**src/rtl/psel_pkg.sv**
```systemverilog
package psel_pkg;
  localparam int ID_W = 10;
  localparam int PRIO_W = 8;
  localparam int RUN_W = 9;
  localparam logic [ID_W-1:0] SPURIOUS_ID = 10'd1023;

  typedef struct packed {
    logic prioWrite;     // commit a priority write this cycle
    logic prioNsFormat;  // apply the non-secure remap to the data
    logic ackCapture;    // register an acknowledge result
  } selStrobe_t;
endpackage

```
**src/rtl/psel_ctrl.sv**
```systemverilog
module psel_ctrl
  import psel_pkg::*;
#(
  parameter int NUM_IRQ = 16
) (
  input  logic               prioWrEn,
  input  logic               prioWrNs,
  input  logic [ID_W-1:0]    prioWrIdx,
  input  logic [NUM_IRQ-1:0] irqGroup,
  input  logic               ackReq,
  output selStrobe_t         strobe
);
  logic idxHit;
  logic idxGroup;

  always_comb begin
    idxHit = 1'b0;
    idxGroup = 1'b0;
    for (int i = 0; i < NUM_IRQ; i++) begin
      if (int'(prioWrIdx) == i) begin
        idxHit = 1'b1;
        idxGroup = irqGroup[i];
      end
    end
  end

  always_comb begin
    strobe = '0;
    // a non-secure write must not reach a group-0 byte
    strobe.prioWrite = prioWrEn && idxHit && (!prioWrNs || idxGroup);
    strobe.prioNsFormat = prioWrNs;
    strobe.ackCapture = ackReq;
  end
endmodule

```
**src/rtl/psel_arbiter.sv**
```systemverilog
module psel_arbiter
  import psel_pkg::*;
#(
  parameter int NUM_IRQ = 16,
  parameter int PRIO_BITS = 5,
  localparam int IDX_W = (NUM_IRQ > 1) ? $clog2(NUM_IRQ) : 1,
  localparam int LOW_BITS = PRIO_W - PRIO_BITS,
  localparam logic [PRIO_W-1:0] TRUNC_MASK = PRIO_W'(32'hFF << LOW_BITS)
) (
  input  logic [NUM_IRQ-1:0]        candVec,
  input  logic [NUM_IRQ-1:0]        groupVec,
  input  logic [NUM_IRQ*PRIO_W-1:0] prioFlat,
  input  logic [1:0]                grpOk,
  input  logic [PRIO_W-1:0]         pmask,
  input  logic [RUN_W-1:0]          runPrio,
  input  logic                      fiqEn,
  output logic [ID_W-1:0]           pendId,
  output logic [PRIO_W-1:0]         pendPrio,
  output logic                      irqLine,
  output logic                      fiqLine
);
  logic              found;
  logic [IDX_W-1:0]  bestIdx;
  logic [PRIO_W-1:0] bestPrio;
  logic              bestGroup;
  logic [PRIO_W-1:0] pmaskEff;
  logic              pendValid;
  logic              lineOn;

  always_comb begin
    found = 1'b0;
    bestIdx = '0;
    bestPrio = '1;
    bestGroup = 1'b0;
    for (int i = 0; i < NUM_IRQ; i++) begin
      if (candVec[i] && grpOk[groupVec[i]] &&
          (!found || prioFlat[i*PRIO_W +: PRIO_W] < bestPrio)) begin
        found = 1'b1;
        bestIdx = IDX_W'(i);
        bestPrio = prioFlat[i*PRIO_W +: PRIO_W];
        bestGroup = groupVec[i];
      end
    end
  end

  assign pmaskEff = pmask & TRUNC_MASK;
  assign pendValid = found && (bestPrio < pmaskEff);
  assign lineOn = pendValid && ({1'b0, bestPrio} < runPrio);

  always_comb begin
    if (pendValid) begin
      pendId = ID_W'(bestIdx);
      pendPrio = bestPrio;
    end else begin
      pendId = SPURIOUS_ID;
      pendPrio = '1;
    end
  end

  assign fiqLine = lineOn && !bestGroup && fiqEn;
  assign irqLine = lineOn && !(!bestGroup && fiqEn);
endmodule

```
**src/rtl/psel_datapath.sv**
```systemverilog
module psel_datapath
  import psel_pkg::*;
#(
  parameter int NUM_IRQ = 16,
  parameter int NUM_CPU = 2,
  parameter int PRIO_BITS = 5,
  localparam int CPU_W = $clog2(NUM_CPU + 1),
  localparam int LOW_BITS = PRIO_W - PRIO_BITS,
  localparam logic [PRIO_W-1:0] TRUNC_MASK = PRIO_W'(32'hFF << LOW_BITS)
) (
  input  logic                        clk,
  input  logic                        rstN,
  input  selStrobe_t                  strobe,
  input  logic [NUM_IRQ-1:0]          irqPending,
  input  logic [NUM_IRQ-1:0]          irqEnable,
  input  logic [NUM_IRQ-1:0]          irqGroup,
  input  logic [NUM_CPU*NUM_IRQ-1:0]  irqTarget,
  input  logic [1:0]                  distEn,
  input  logic [2*NUM_CPU-1:0]        cpuEn,
  input  logic [NUM_CPU-1:0]          cpuFiqEn,
  input  logic [PRIO_W*NUM_CPU-1:0]   cpuPmask,
  input  logic [RUN_W*NUM_CPU-1:0]    cpuRunPrio,
  input  logic [ID_W-1:0]             prioWrIdx,
  input  logic [PRIO_W-1:0]           prioWrData,
  input  logic [ID_W-1:0]             prioRdIdx,
  input  logic                        prioRdNs,
  output logic [PRIO_W-1:0]           prioRdData,
  input  logic [CPU_W-1:0]            ackCpu,
  output logic                        ackValid,
  output logic [ID_W-1:0]             ackId,
  output logic [ID_W*NUM_CPU-1:0]     pendId,
  output logic [PRIO_W*NUM_CPU-1:0]   pendPrio,
  output logic [NUM_CPU-1:0]          irqOut,
  output logic [NUM_CPU-1:0]          fiqOut
);
  logic [NUM_IRQ*PRIO_W-1:0] prioStore;
  logic [PRIO_W-1:0]         wrValue;
  logic [ID_W-1:0]           ackPick;

  // non-secure data lands in the lower half of the priority range
  assign wrValue = (strobe.prioNsFormat ? (8'h80 | (prioWrData >> 1)) : prioWrData)
                   & TRUNC_MASK;

  for (genvar i = 0; i < NUM_IRQ; i++) begin : g_prio
    always_ff @(posedge clk or negedge rstN) begin
      if (!rstN) begin
        prioStore[i*PRIO_W +: PRIO_W] <= '0;
      end else if (strobe.prioWrite && int'(prioWrIdx) == i) begin
        prioStore[i*PRIO_W +: PRIO_W] <= wrValue;
      end
    end
  end

  always_comb begin
    prioRdData = '0;
    for (int i = 0; i < NUM_IRQ; i++) begin
      if (int'(prioRdIdx) == i) begin
        if (!prioRdNs) begin
          prioRdData = prioStore[i*PRIO_W +: PRIO_W];
        end else if (irqGroup[i]) begin
          prioRdData = PRIO_W'({prioStore[i*PRIO_W +: PRIO_W], 1'b0});
        end
      end
    end
  end

  for (genvar c = 0; c < NUM_CPU; c++) begin : g_cpu
    logic [NUM_IRQ-1:0] candVec;
    logic [1:0]         grpOk;

    assign candVec = irqPending & irqEnable & irqTarget[c*NUM_IRQ +: NUM_IRQ];
    assign grpOk = distEn & cpuEn[2*c +: 2];

    psel_arbiter #(
      .NUM_IRQ(NUM_IRQ),
      .PRIO_BITS(PRIO_BITS)
    ) arb_i (
      .candVec (candVec),
      .groupVec(irqGroup),
      .prioFlat(prioStore),
      .grpOk   (grpOk),
      .pmask   (cpuPmask[c*PRIO_W +: PRIO_W]),
      .runPrio (cpuRunPrio[c*RUN_W +: RUN_W]),
      .fiqEn   (cpuFiqEn[c]),
      .pendId  (pendId[c*ID_W +: ID_W]),
      .pendPrio(pendPrio[c*PRIO_W +: PRIO_W]),
      .irqLine (irqOut[c]),
      .fiqLine (fiqOut[c])
    );
  end

  // a line is raised exactly when the pending ID beats the running priority
  always_comb begin
    ackPick = SPURIOUS_ID;
    for (int c = 0; c < NUM_CPU; c++) begin
      if (int'(ackCpu) == c && (irqOut[c] || fiqOut[c])) begin
        ackPick = pendId[c*ID_W +: ID_W];
      end
    end
  end

  always_ff @(posedge clk or negedge rstN) begin
    if (!rstN) begin
      ackValid <= 1'b0;
      ackId <= SPURIOUS_ID;
    end else begin
      ackValid <= strobe.ackCapture;
      if (strobe.ackCapture) begin
        ackId <= ackPick;
      end
    end
  end
endmodule

```
**src/rtl/psel_top.sv**
```systemverilog
module psel_top
  import psel_pkg::*;
#(
  parameter int NUM_IRQ = 16,
  parameter int NUM_CPU = 2,
  parameter int PRIO_BITS = 5,
  localparam int CPU_W = $clog2(NUM_CPU + 1)
) (
  input  logic                        clk,
  input  logic                        rstN,
  input  logic [NUM_IRQ-1:0]          irqPending,
  input  logic [NUM_IRQ-1:0]          irqEnable,
  input  logic [NUM_IRQ-1:0]          irqGroup,
  input  logic [NUM_CPU*NUM_IRQ-1:0]  irqTarget,
  input  logic [1:0]                  distEn,
  input  logic [2*NUM_CPU-1:0]        cpuEn,
  input  logic [NUM_CPU-1:0]          cpuFiqEn,
  input  logic [8*NUM_CPU-1:0]        cpuPmask,
  input  logic [9*NUM_CPU-1:0]        cpuRunPrio,
  input  logic                        prioWrEn,
  input  logic                        prioWrNs,
  input  logic [9:0]                  prioWrIdx,
  input  logic [7:0]                  prioWrData,
  input  logic [9:0]                  prioRdIdx,
  input  logic                        prioRdNs,
  output logic [7:0]                  prioRdData,
  input  logic                        ackReq,
  input  logic [CPU_W-1:0]            ackCpu,
  output logic                        ackValid,
  output logic [9:0]                  ackId,
  output logic [10*NUM_CPU-1:0]       pendId,
  output logic [8*NUM_CPU-1:0]        pendPrio,
  output logic [NUM_CPU-1:0]          irqOut,
  output logic [NUM_CPU-1:0]          fiqOut
);
  selStrobe_t strobe;

  psel_ctrl #(.NUM_IRQ(NUM_IRQ)) ctrl_i (
    .prioWrEn (prioWrEn),
    .prioWrNs (prioWrNs),
    .prioWrIdx(prioWrIdx),
    .irqGroup (irqGroup),
    .ackReq   (ackReq),
    .strobe   (strobe)
  );

  psel_datapath #(
    .NUM_IRQ(NUM_IRQ),
    .NUM_CPU(NUM_CPU),
    .PRIO_BITS(PRIO_BITS)
  ) dp_i (
    .clk       (clk),
    .rstN      (rstN),
    .strobe    (strobe),
    .irqPending(irqPending),
    .irqEnable (irqEnable),
    .irqGroup  (irqGroup),
    .irqTarget (irqTarget),
    .distEn    (distEn),
    .cpuEn     (cpuEn),
    .cpuFiqEn  (cpuFiqEn),
    .cpuPmask  (cpuPmask),
    .cpuRunPrio(cpuRunPrio),
    .prioWrIdx (prioWrIdx),
    .prioWrData(prioWrData),
    .prioRdIdx (prioRdIdx),
    .prioRdNs  (prioRdNs),
    .prioRdData(prioRdData),
    .ackCpu    (ackCpu),
    .ackValid  (ackValid),
    .ackId     (ackId),
    .pendId    (pendId),
    .pendPrio  (pendPrio),
    .irqOut    (irqOut),
    .fiqOut    (fiqOut)
  );
endmodule

```
**config.mk**
```make
export PLATFORM = sky130hd
export DESIGN_NAME = psel_top
export DESIGN_NICKNAME = d
export VERILOG_FILES = /design/src/rtl/psel_pkg.sv /design/src/rtl/psel_ctrl.sv /design/src/rtl/psel_arbiter.sv /design/src/rtl/psel_datapath.sv /design/src/rtl/psel_top.sv
export SDC_FILE = /design/constraint.sdc
export NUM_CORES = 1
export LEC_CHECK = 0
export BUFFER_PORTS_ARGS = -buffer_cell sky130_fd_sc_hd__buf_2
export CAP_MARGIN = 25
export CORE_MARGIN = 5
export CORE_UTILIZATION = 39
export CTS_CLUSTER_DIAMETER = 150
export DETAILED_ROUTE_END_ITERATION = 8
export SYNTH_ARGS = -nofsm -noshare
export SYNTH_HDL_FRONTEND = slang
export SYNTH_HIERARCHICAL = 1
export SYNTH_SLANG_ARGS = --single-unit
```
**constraint.sdc**
```tcl
create_clock -name clk -period 67.6 [get_ports clk]
set_input_delay 13.52 -clock clk [delete_from_list [all_inputs] [get_ports clk]]
set_output_delay 13.52 -clock clk [all_outputs]
set_load 0.01 [all_outputs]
```
==> impl_metrics.yaml <==
logic_synthesis:
  synth-seq-area-share_pct: 11.77
  ys_top_cells_by_count: "283 x nand2_1, 245 x inv_1, 216 x nor2_1, 212 x o21ai_0, 195 x a21oi_1"
  synthCells: 2690
  synth_top_area_share_pct: 11.58
  async_reset_ff_share_pct: 100.0
  ys_ff_latch: 91
  synthFlopType: "dfrtp_1"
  yosysUniqueCellTypes: 138
  syn_area_sq_um: 19450
  yosys.cell_count.top_type: "nand2_1"
  synth_area_leaders: "ha_1 12%, dfrtp_1 10%, nand2_1 5.5%"
  syn_avg_cell_area_sq_um: 7.230
  synth_top_area_cell: "ha_1"
  synth_edf_count: 0
  yosysWarnings: 6
floorplanning:
  die_y_microns: 233.3
  fp.coreArea_sq_um: 49150
  boundaryPins: 217
  dieArea_sq_um: 54440
  core.rowCount: 81
  fp.dieW_microns: 233.3
  start_util_pct: 39.57
worst_hold_path:
  hold_path.startpoint: "dp_i/ackId[8]"
  hold_end: "dp_i/ackId[8]"
  min_path_type: "reg -> reg"
  min_path_cells: 2
power:
  irDropWorstVdd_uv: 12.34
  p_sw_mw: 0.09870
  p_comb_share_pct: 54.4
  finalPower_mw: 0.2348
  power.leakage_nw: 11.55
  pwr_density_cell_nw_per_um2: 10.36
  seqPwrFrac_pct: 23.8
  internal_power_mw: 0.1360
  clockPowerShare_pct: 21.8
  swShare_pct: 42.04
timing:
  clock_skew_ns: 0.01021
  tightest_slew_ns: 0.9656
  hold_viol: 0
  fmax_ghz: 0.01570
  maxSlewViolCount: 0
  setup_violations: 0
  min_period_ns: 63.68
  rsz0062_at_grt: "no"
  relSlewSlack_pct: 35.43
  tns_ns: 0
  period_share_pct: 94.21
setup_path:
  reg2reg_from: "dp_i/prioStore[5]"
  crit_required_ns: 54.08
  critical_path_class: "in -> out"
  reg2reg_depth: 169
  path_buf_inv: 19
  arrival_ns: 50.16
  cp-start-kind: "input pin"
  crit_slowest_cell: "and2_1"
  r2r-end: "dp_i/ackId[2]"
  crit_top_cell: "a21oi_1"
  rrSetupSlack_ns: 31.25
  cp_max_fo: 20
  crit_family: "compound AO/OA/AOI/OAI gates"
  cp-end-kind: "output pin"
  cp_slowest_stage_delay_ns: 0.72
route:
  dr_total_vias: 21181
  drtIter0Drc: 1568
  drt-total-wl_microns: 68130
  drc: 0
  viasPerCell: 5.472
  firstDrtPassIters: 6
  routed.top_layer: "met5"
  dr_wl_met3_microns: 2959
  wl_met2_microns: 31660
  wl_per_cell_microns: 17.60
  wl_met1_microns: 32230
  antenna_left: 0
global_route:
  grt_first_pass_wirelength_microns: 107000
  track_usage_pct: 24.00
  grt-ovfl-total: 0
  first_global_vias: 20371
  antenna_found_initial: 7
  grt_max_degree: 82
clock_tree:
  path_clk_slew_ns: 0.06
  cts_setup_buffers: 0
  hold_buffers: 0
  cts_buffers: 9
  clkSinkCount: 91
  cts_max_level: 3
  tritoncts: "built"
  root_buffer: "clkbuf_16"
  clk-insertion-delay-late_ns: 0.34
  cts_buffer_depth: 2
finish:
  fillers: 5051
  final_core_util_pct: 46.10
  fin_nets: 3535
  finalNonFillerCells: 3871
  layout-drive-gt1-share_pct: 14.08
  syn2layout_area_growth_pct: 16.51
place:
  placedCellCount: 3849
  port_buffers: 204
  gp_congestion: 0.9204
  place_hpwl_microns: 56120
outcome:
  outcome: "finished clean"
flow_run:
  cap_violations: 0
## metal layers
layer | vias up | track usage, %
li1 | 10656 | -
met1 | 9891 | 33.76
met2 | 564 | 40.18
met3 | 66 | 1.604
met4 | 4 | 5.797
met5 | - | 0
## registers in the layout, indices dropped and copies added (netlist names)
name            count
dp_i/prioStore     80
dp_i/ackId         10
dp_i/ackValid       1
## final cells by class
cell class                 count  area, sq um  share of cell area [%]
clock buffer                  12        256.5                   1.132
tap                          664        830.8                   3.666
sequential                    91         2290                   10.10
timing repair buffer         222         1187                   5.240
inverter                     248        930.9                   4.108
antenna                        5        12.51                 0.05522
clock inverter                 4        48.80                  0.2153
multi-input combinational   2625        17100                   75.48
## what timing repair did
action	in CTS	in global routing
resized for setup	0	1
endpoints found under the setup margin	0	2
endpoints found under the hold margin	0	0
## power groups by stage
stage	clock network [mW]	registers (mW)	logic, mW
2_1_floorplan	0	0.0572	0.0912
3_3_place_gp	0	0.0568	0.121
3_5_place_dp	0	0.0568	0.125
4_1_cts	0.0515	0.0558	0.126
5_1_grt	0.0534	0.0559	0.144
6_report	0.0512	0.0559	0.128
## cell families (layout without fill, tap and decap cells)
| logic type | after synthesis | after routing | share of synthesized area, % |
|---|---|---|---|
| xor+xnor | 9 | 9 | 0.4439 |
| other cells | 1 | 383 | 0.01928 |
| simple gates | 954 | 954 | 24.75 |
| flops | 91 | 91 | 11.77 |
| fa+ha+maj | 193 | 193 | 12.27 |
| mux | 192 | 192 | 10.77 |
| compound gates | 899 | 899 | 32.40 |
| buf+inv | 351 | 486 | 7.578 |
## tightest hold or removal path: cells and delay by family (launching register included)
kind            cells  cell delay, ns
compound gates      1            0.06
buf+inv             1            0.04
flops               1            0.37
## per-stage QoR
step	hold WS, ns	worst slack, ns	area, sq um
finish	0.4656	3.917	22660
CTS	0.4692	4.045	22620
global placement	0.4578	5.281	22270
global route	0.4932	0.2137	22660
floorplan	0.4742	8.939	20870
detailed placement	0.4583	4.191	22310
## worst max path at each step
stage / from / endpoint / slack (ns) / depth (start not counted)
after global placement: distEn[0] / fiqOut[0] / 5.28 / 170
final: distEn[0] / fiqOut[0] / 3.92 / 171
after detailed placement: distEn[0] / fiqOut[0] / 4.19 / 171
after CTS: distEn[0] / fiqOut[0] / 4.04 / 171
after global routing: distEn[0] / fiqOut[0] / 0.21 / 171
after floorplan: distEn[1] / fiqOut[0] / 8.94 / 182
## cell usage in the layout, fill, tap and decap left out, drive strengths merged, types with 21 or more instances in the layout
cell type / count
buf: 222
nor2: 217
o21a: 21
nand2: 289
mux2: 96
nor2b: 52
o22ai: 35
nor3: 44
and3: 71
a31oi: 31
dfrtp: 81
nand2b: 42
a211oi: 39
o21ai: 232
conb: 378
ha: 180
or2: 32
and2: 27
a21o: 58
o221ai: 30
inv: 248
nand3: 58
mux2i: 95
a21oi: 201
nand4: 29
Note: power is estimated with default switching activity, not from simulation.
